[src/rtl/dmc_pkg.sv]
package dmc_pkg;
  typedef enum logic [1:0] {
    ST_IDLE = 2'd0,
    ST_MEM  = 2'd1,
    ST_RESP = 2'd2
  } dmc_state_e;
endpackage

[src/rtl/dmc_tag_store.sv]
module dmc_tag_store #(
  parameter int IDX_W = 3,
  parameter int TAG_W = 2
) (
  input  logic             clk_i,
  input  logic             rst_ni,
  input  logic [IDX_W-1:0] rd_idx_i,
  input  logic [TAG_W-1:0] rd_tag_i,
  output logic             hit_o,
  input  logic             wr_en_i,
  input  logic [IDX_W-1:0] wr_idx_i,
  input  logic [TAG_W-1:0] wr_tag_i
);
  localparam int LINES = 1 << IDX_W;

  logic             valid_q [LINES];
  logic [TAG_W-1:0] tag_q   [LINES];

  for (genvar g = 0; g < LINES; g++) begin : g_line
    always_ff @(posedge clk_i or negedge rst_ni) begin
      if (!rst_ni) begin
        valid_q[g] <= 1'b0;
        tag_q[g]   <= '0;
      end else if (wr_en_i && (wr_idx_i == IDX_W'(g))) begin
        valid_q[g] <= 1'b1;
        tag_q[g]   <= wr_tag_i;
      end
    end
  end

  assign hit_o = valid_q[rd_idx_i] && (tag_q[rd_idx_i] == rd_tag_i);

  AST_FILL_SETS_VALID: assert property (@(posedge clk_i) disable iff (!rst_ni)
    wr_en_i |=> valid_q[$past(wr_idx_i)] && (tag_q[$past(wr_idx_i)] == $past(wr_tag_i)));
endmodule

[src/rtl/dmc_data_store.sv]
module dmc_data_store #(
  parameter int IDX_W  = 3,
  parameter int DATA_W = 16
) (
  input  logic              clk_i,
  input  logic [IDX_W-1:0]  rd_idx_i,
  output logic [DATA_W-1:0] rd_data_o,
  input  logic              wr_en_i,
  input  logic [IDX_W-1:0]  wr_idx_i,
  input  logic [DATA_W-1:0] wr_data_i
);
  localparam int LINES = 1 << IDX_W;

  logic [DATA_W-1:0] mem_q [LINES];

  always_ff @(posedge clk_i) begin
    if (wr_en_i) mem_q[wr_idx_i] <= wr_data_i;
  end

  assign rd_data_o = mem_q[rd_idx_i];
endmodule

[src/rtl/dmc_ctrl.sv]
module dmc_ctrl
  import dmc_pkg::*;
(
  input  logic clk_i,
  input  logic rst_ni,
  input  logic req_i,
  input  logic we_i,
  input  logic hit_i,
  input  logic mem_ready_i,
  output logic accept_o,
  output logic fast_o,
  output logic fill_o,
  output logic mem_req_o,
  output logic ready_o
);
  dmc_state_e state_q, state_d;

  assign accept_o  = (state_q == ST_IDLE) && req_i;
  assign fast_o    = accept_o && !we_i && hit_i;
  assign fill_o    = (state_q == ST_MEM) && mem_ready_i;
  assign mem_req_o = (state_q == ST_MEM);
  assign ready_o   = (state_q == ST_RESP);

  always_comb begin
    state_d = state_q;
    unique case (state_q)
      ST_IDLE: if (req_i) state_d = fast_o ? ST_RESP : ST_MEM;
      ST_MEM:  if (mem_ready_i) state_d = ST_RESP;
      ST_RESP: state_d = ST_IDLE;
      default: state_d = ST_IDLE;
    endcase
  end

  always_ff @(posedge clk_i or negedge rst_ni) begin
    if (!rst_ni) state_q <= ST_IDLE;
    else         state_q <= state_d;
  end

  AST_READY_PULSE: assert property (@(posedge clk_i) disable iff (!rst_ni)
    ready_o |=> !ready_o);
  AST_FAST_HIT: assert property (@(posedge clk_i) disable iff (!rst_ni)
    fast_o |=> ready_o && !mem_req_o);
  AST_SLOW_PATH: assert property (@(posedge clk_i) disable iff (!rst_ni)
    (accept_o && !fast_o) |=> mem_req_o);
endmodule

[src/rtl/dmc_perf_cnt.sv]
module dmc_perf_cnt #(
  parameter int CNT_W = 16
) (
  input  logic             clk_i,
  input  logic             rst_ni,
  input  logic             hit_inc_i,
  input  logic             miss_inc_i,
  output logic [CNT_W-1:0] hit_cnt_o,
  output logic [CNT_W-1:0] miss_cnt_o
);
  always_ff @(posedge clk_i or negedge rst_ni) begin
    if (!rst_ni) begin
      hit_cnt_o  <= '0;
      miss_cnt_o <= '0;
    end else begin
      if (hit_inc_i)  hit_cnt_o  <= hit_cnt_o + 1'b1;
      if (miss_inc_i) miss_cnt_o <= miss_cnt_o + 1'b1;
    end
  end
endmodule

[src/rtl/dm_wt_cache.sv]
module dm_wt_cache #(
  parameter int ADDR_W = 5,
  parameter int IDX_W  = 3,
  parameter int DATA_W = 16,
  parameter int CNT_W  = 16
) (
  input  logic              clk_i,
  input  logic              rst_ni,
  input  logic              req_i,
  input  logic              we_i,
  input  logic [ADDR_W-1:0] addr_i,
  input  logic [DATA_W-1:0] wdata_i,
  output logic [DATA_W-1:0] rdata_o,
  output logic              ready_o,
  output logic              mem_req_o,
  output logic              mem_we_o,
  output logic [ADDR_W-1:0] mem_addr_o,
  output logic [DATA_W-1:0] mem_wdata_o,
  input  logic [DATA_W-1:0] mem_rdata_i,
  input  logic              mem_ready_i,
  output logic [CNT_W-1:0]  hit_cnt_o,
  output logic [CNT_W-1:0]  miss_cnt_o
);
  localparam int TAG_W = ADDR_W - IDX_W;

  logic              hit, accept, fast, fill;
  logic [ADDR_W-1:0] addr_q;
  logic              we_q;
  logic [DATA_W-1:0] wdata_q, rdata_q, line_data, fill_data;

  wire [IDX_W-1:0] idx_in  = addr_i[IDX_W-1:0];
  wire [TAG_W-1:0] tag_in  = addr_i[ADDR_W-1:IDX_W];
  wire [IDX_W-1:0] idx_req = addr_q[IDX_W-1:0];
  wire [TAG_W-1:0] tag_req = addr_q[ADDR_W-1:IDX_W];

  assign fill_data = we_q ? wdata_q : mem_rdata_i;

  dmc_ctrl i_ctrl (
    .clk_i       (clk_i),
    .rst_ni      (rst_ni),
    .req_i       (req_i),
    .we_i        (we_i),
    .hit_i       (hit),
    .mem_ready_i (mem_ready_i),
    .accept_o    (accept),
    .fast_o      (fast),
    .fill_o      (fill),
    .mem_req_o   (mem_req_o),
    .ready_o     (ready_o)
  );

  dmc_tag_store #(.IDX_W(IDX_W), .TAG_W(TAG_W)) i_tags (
    .clk_i    (clk_i),
    .rst_ni   (rst_ni),
    .rd_idx_i (idx_in),
    .rd_tag_i (tag_in),
    .hit_o    (hit),
    .wr_en_i  (fill),
    .wr_idx_i (idx_req),
    .wr_tag_i (tag_req)
  );

  dmc_data_store #(.IDX_W(IDX_W), .DATA_W(DATA_W)) i_data (
    .clk_i     (clk_i),
    .rd_idx_i  (idx_in),
    .rd_data_o (line_data),
    .wr_en_i   (fill),
    .wr_idx_i  (idx_req),
    .wr_data_i (fill_data)
  );

  dmc_perf_cnt #(.CNT_W(CNT_W)) i_cnt (
    .clk_i      (clk_i),
    .rst_ni     (rst_ni),
    .hit_inc_i  (accept && hit),
    .miss_inc_i (accept && !hit),
    .hit_cnt_o  (hit_cnt_o),
    .miss_cnt_o (miss_cnt_o)
  );

  always_ff @(posedge clk_i or negedge rst_ni) begin
    if (!rst_ni) begin
      addr_q  <= '0;
      we_q    <= 1'b0;
      wdata_q <= '0;
      rdata_q <= '0;
    end else begin
      if (accept) begin
        addr_q  <= addr_i;
        we_q    <= we_i;
        wdata_q <= wdata_i;
      end
      if (fast)      rdata_q <= line_data;
      else if (fill) rdata_q <= fill_data;
    end
  end

  assign rdata_o     = rdata_q;
  assign mem_we_o    = we_q;
  assign mem_addr_o  = addr_q;
  assign mem_wdata_o = wdata_q;

  AST_MEM_STABLE: assert property (@(posedge clk_i) disable iff (!rst_ni)
    (mem_req_o && !mem_ready_i) |=> mem_req_o && $stable(mem_addr_o) && $stable(mem_we_o));
  AST_WRITE_GOES_OUT: assert property (@(posedge clk_i) disable iff (!rst_ni)
    (accept && we_i) |=> mem_req_o && mem_we_o && (mem_wdata_o == $past(wdata_i)));
  AST_CNT_STEP: assert property (@(posedge clk_i) disable iff (!rst_ni)
    accept |=> CNT_W'(hit_cnt_o + miss_cnt_o) == CNT_W'($past(hit_cnt_o) + $past(miss_cnt_o) + 1'b1));
  AST_RESET_IDLE: assert property (@(posedge clk_i) disable iff (!rst_ni)
    $rose(rst_ni) |-> !ready_o && !mem_req_o);
endmodule

[config.mk]
export PLATFORM = sky130hd
export DESIGN_NAME = dm_wt_cache
export DESIGN_NICKNAME = d
export VERILOG_FILES = /design/src/rtl/dmc_pkg.sv /design/src/rtl/dmc_tag_store.sv /design/src/rtl/dmc_data_store.sv /design/src/rtl/dmc_ctrl.sv /design/src/rtl/dmc_perf_cnt.sv /design/src/rtl/dm_wt_cache.sv
export SDC_FILE = /design/constraint.sdc
export NUM_CORES = 1
export LEC_CHECK = 0
export ABC_AREA = 1
export ABC_CLOCK_PERIOD_IN_PS = 4600
export BUFFER_PORTS_ARGS = -buffer_cell sky130_fd_sc_hd__buf_4
export CORE_MARGIN = 1
export CORE_UTILIZATION = 55
export CTS_CLUSTER_DIAMETER = 100
export DETAILED_ROUTE_END_ITERATION = 7
export GPL_ROUTABILITY_DRIVEN = 0
export PLACE_DENSITY = 0.8
export REMOVE_ABC_BUFFERS = 1
export SLEW_MARGIN = 5
export SYNTH_ARGS = -nofsm -noshare
export SYNTH_HDL_FRONTEND = slang
export SYNTH_SLANG_ARGS = --single-unit
[constraint.sdc]
create_clock -name clk_i -period 4.6 [get_ports clk_i]
set_clock_uncertainty 0.1 [all_clocks]
set_input_delay 0.46 -clock clk_i [delete_from_list [all_inputs] [get_ports clk_i]]
set_output_delay 0.46 -clock clk_i [all_outputs]
set_load 0.05 [all_outputs]
==> qor.txt <==
run status: completed
Power Density: 620 nW/um^2
cts hold-fix bufs: 1
Yosys cell types: 30
Fmax achieved: 375 MHz
multiplexer area fraction after synthesis: 0%
register area share after synthesis: 62.8%
Num CTS Buffers: 23
gr ovfl total: 0
Period minus WS final: 2.67 ns
initial antenna violation count: 0
chip height: 137 um
final worst slack: 1.93 ns
Initial DRC Count: 665
maximum vdd drop: 0.000468 V
final setup TNS: 0 ns
share of post-route cells with drive strength above 1: 16.3%
total number of vias: 7665
Filler cells: 1324
area occupied by multi-input gates: 3170 sq um
Synth Area in Compound Gates: 7.76%
largest family of logic cells by synthesized area: simple AND/OR/NAND/NOR gates
die width: 137 um
Core ar.: 17500 sq um
initial core utilization: 56.9%
relative slew slack: 38.5%
PortBufs: 113
Routed Antenna Nets: 0
most common cell after layout, fill and taps aside: nand2_1
reg2reg path depth: 7
die footprint: 18600 sq um
Global Route Usage Sum: 26.9%
clock sinks: 224
#FFs+latches synth: 224
adder-cell area share of the yosys netlist: 0.251%
asr flop ratio synth: 42.9%
Core Rows: 48
Clock Latency Late Sink: 0.50 ns
WHS Path Cells: 3
Post-CTS Setup Bufs: 0
P_leak: 0.00510 uW
DRC: 0
CTS tree: built
number of synthesized flops with an enable pin: 128
Post-Synth XOR/XNOR Area: 2.38%
Final Hold Viols: 0
Yosys warning count: 0
Worst-path clk slew: 0.06 ns
Synth Instances: 1034
Synth Flop Type: edfxtp_1
RSZ-0062 raised after global routing: no
CTS root buf: clkbuf_16
pre-CTS WS: 1.46 ns
largest net degree at the start of global routing: 59
Ant. Diodes: 0
crit path kind: in2reg
post-DR wirelength/cell: 17.7 um
Pins Over Slew Limit: 0
Mean Syn Cell Area: 9.62 sq um
Setup-failing EPs final: 0
CTS H-tree depth: 1
startpoint types: input pin
slew at the pin closest to its max-slew limit: 0.918 ns
simple logic cell fraction of the synthesized area: 21.2%
Crit path arrival time: 2.96 ns
Final period util: 58.0%
Crit Path Max Fanout: 21
IO Pins: 114
Clock Tree Buf Depth: 3
Total Wirelength: 24.4 mm
Register Area: 6250 sq um
Max-Cap Viols: 0
Synth Cell Area: 9950 sq um
CP Capture Type: flop
post-DP HPWL: 14.6 mm
nets@finish: 1183
drt pass-1 iters: 4
area growth from synthesis to layout: 17.6%
post_cts resized: 0
Hold Crit Class: in2reg
most frequent cells in the layout: nand2_1 (285), edfxtp_1 (128), buf_4 (128)
vias in the first global route: 7333
worst path required time: 4.89 ns
Vias/cell: 5.55
first-pass GRT wire length: 37.9 mm
-- sequential cells by signal, summed over array words and instances (netlist names) --
name,flops
i_cnt.miss_cnt_o,16
mem_wdata_o,16
i_data.mem_q,128
mem_addr_o,5
i_ctrl.state_q,2
i_tags.valid_q,8
rdata_o,16
mem_we_o,1
i_cnt.hit_cnt_o,16
i_tags.tag_q,16
-- synthesized netlist by cell type, types with 8 or more instances --
library cell	number	share of area (%)
nor2_1	123	4.6
nand3_1	57	2.9
inv_1	79	3.0
nand4_1	20	1.3
or2_2	8	0.50
nand2_1	285	11
xor2_1	16	1.4
dfrtp_1	96	24
xnor2_1	11	0.97
a211oi_1	32	2.4
clkbuf_1	25	0.94
buf_2	14	0.70
o21ai_0	88	4.4
o21ai_1	12	0.60
edfxtp_1	128	39
-- logic make-up (layout without fill, tap and decap cells) --
group	Yosys count	in the layout
adders and majority gates	2	2
DFF	224	224
AOI/OAI and AO/OA	137	137
xor gates and xnor gates	27	27
buffers and inverters	136	257
and+or+nand+nor	508	508
-- metal layers --
metal | vias up | wire length [um] | GRT usage [%]
met5 | - | 0 | 0
met3 | 56 | 1740 | 3.89
met1 | 3677 | 10100 | 35.2
met2 | 304 | 11900 | 46.0
li1 | 3628 | - | -
met4 | 0 | 633 | 9.14
-- final cells by class --
type / count / share of cell area, %
Clock buffer: 33 / 5.76
Clock inverter: 8 / 0.299
Inverter: 87 / 2.81
Multi-Input combinational cell: 674 / 27.1
Sequential cell: 224 / 53.4
Tap cell: 225 / 2.41
Timing Repair Buffer: 129 / 8.30
-- metrics by stage --
| step | utilization, % | instances | hold slack, ns | cell area, sq um | total power [uW] |
|---|---|---|---|---|---|
| final | 67.0 | 1380 | 0.0482 | 11700 | 7260 |
| after detailed placement | 62.9 | 1338 | 0.356 | 11000 | 5540 |
| after global placement | 62.9 | 1338 | 0.351 | 11000 | 5460 |
| after CTS | 67.0 | 1380 | 0.0379 | 11700 | 7280 |
| after global routing | 67.0 | 1380 | 0.0497 | 11700 | 7590 |
| after floorplan | - | 985 | 0.0644 | 9720 | 4650 |
-- worst max-delay path: stages --
cell     delay [ns]
buf_4          0.21
inv_1          0.67
nand3_1        0.23
nand3_1        0.15
nand2_2        0.09
nor2_8         0.31
nand2_2        0.11
nand2_2        0.31
inv_2          0.21
nand2_1        0.12
nand2_1        0.05
-- path summary, 6_finish.rpt --
path | start | to | slack [ns]
worst max-delay path | addr_i[2] | i_cnt.miss_cnt_o[14] | 1.93
worst min-delay path | wdata_i[11] | mem_wdata_o[11] | 0.05
max in group asynchronous | rst_ni | i_cnt.hit_cnt_o[8] | 2.87
min in group asynchronous | rst_ni | i_cnt.hit_cnt_o[9] | 0.49
worst max register to register | i_ctrl.state_q[1] | i_cnt.miss_cnt_o[14] | 2.11
worst min register to register | i_tags.valid_q[3] | i_tags.valid_q[3] | 0.37
-- power by group --
group	total (uW)	switching [uW]	internal, uW
clock network	1750	731	1010
registers	3030	288	2740
logic	2480	1830	658
total	7260	2850	4420
Power figures use the tool's default switching activity.
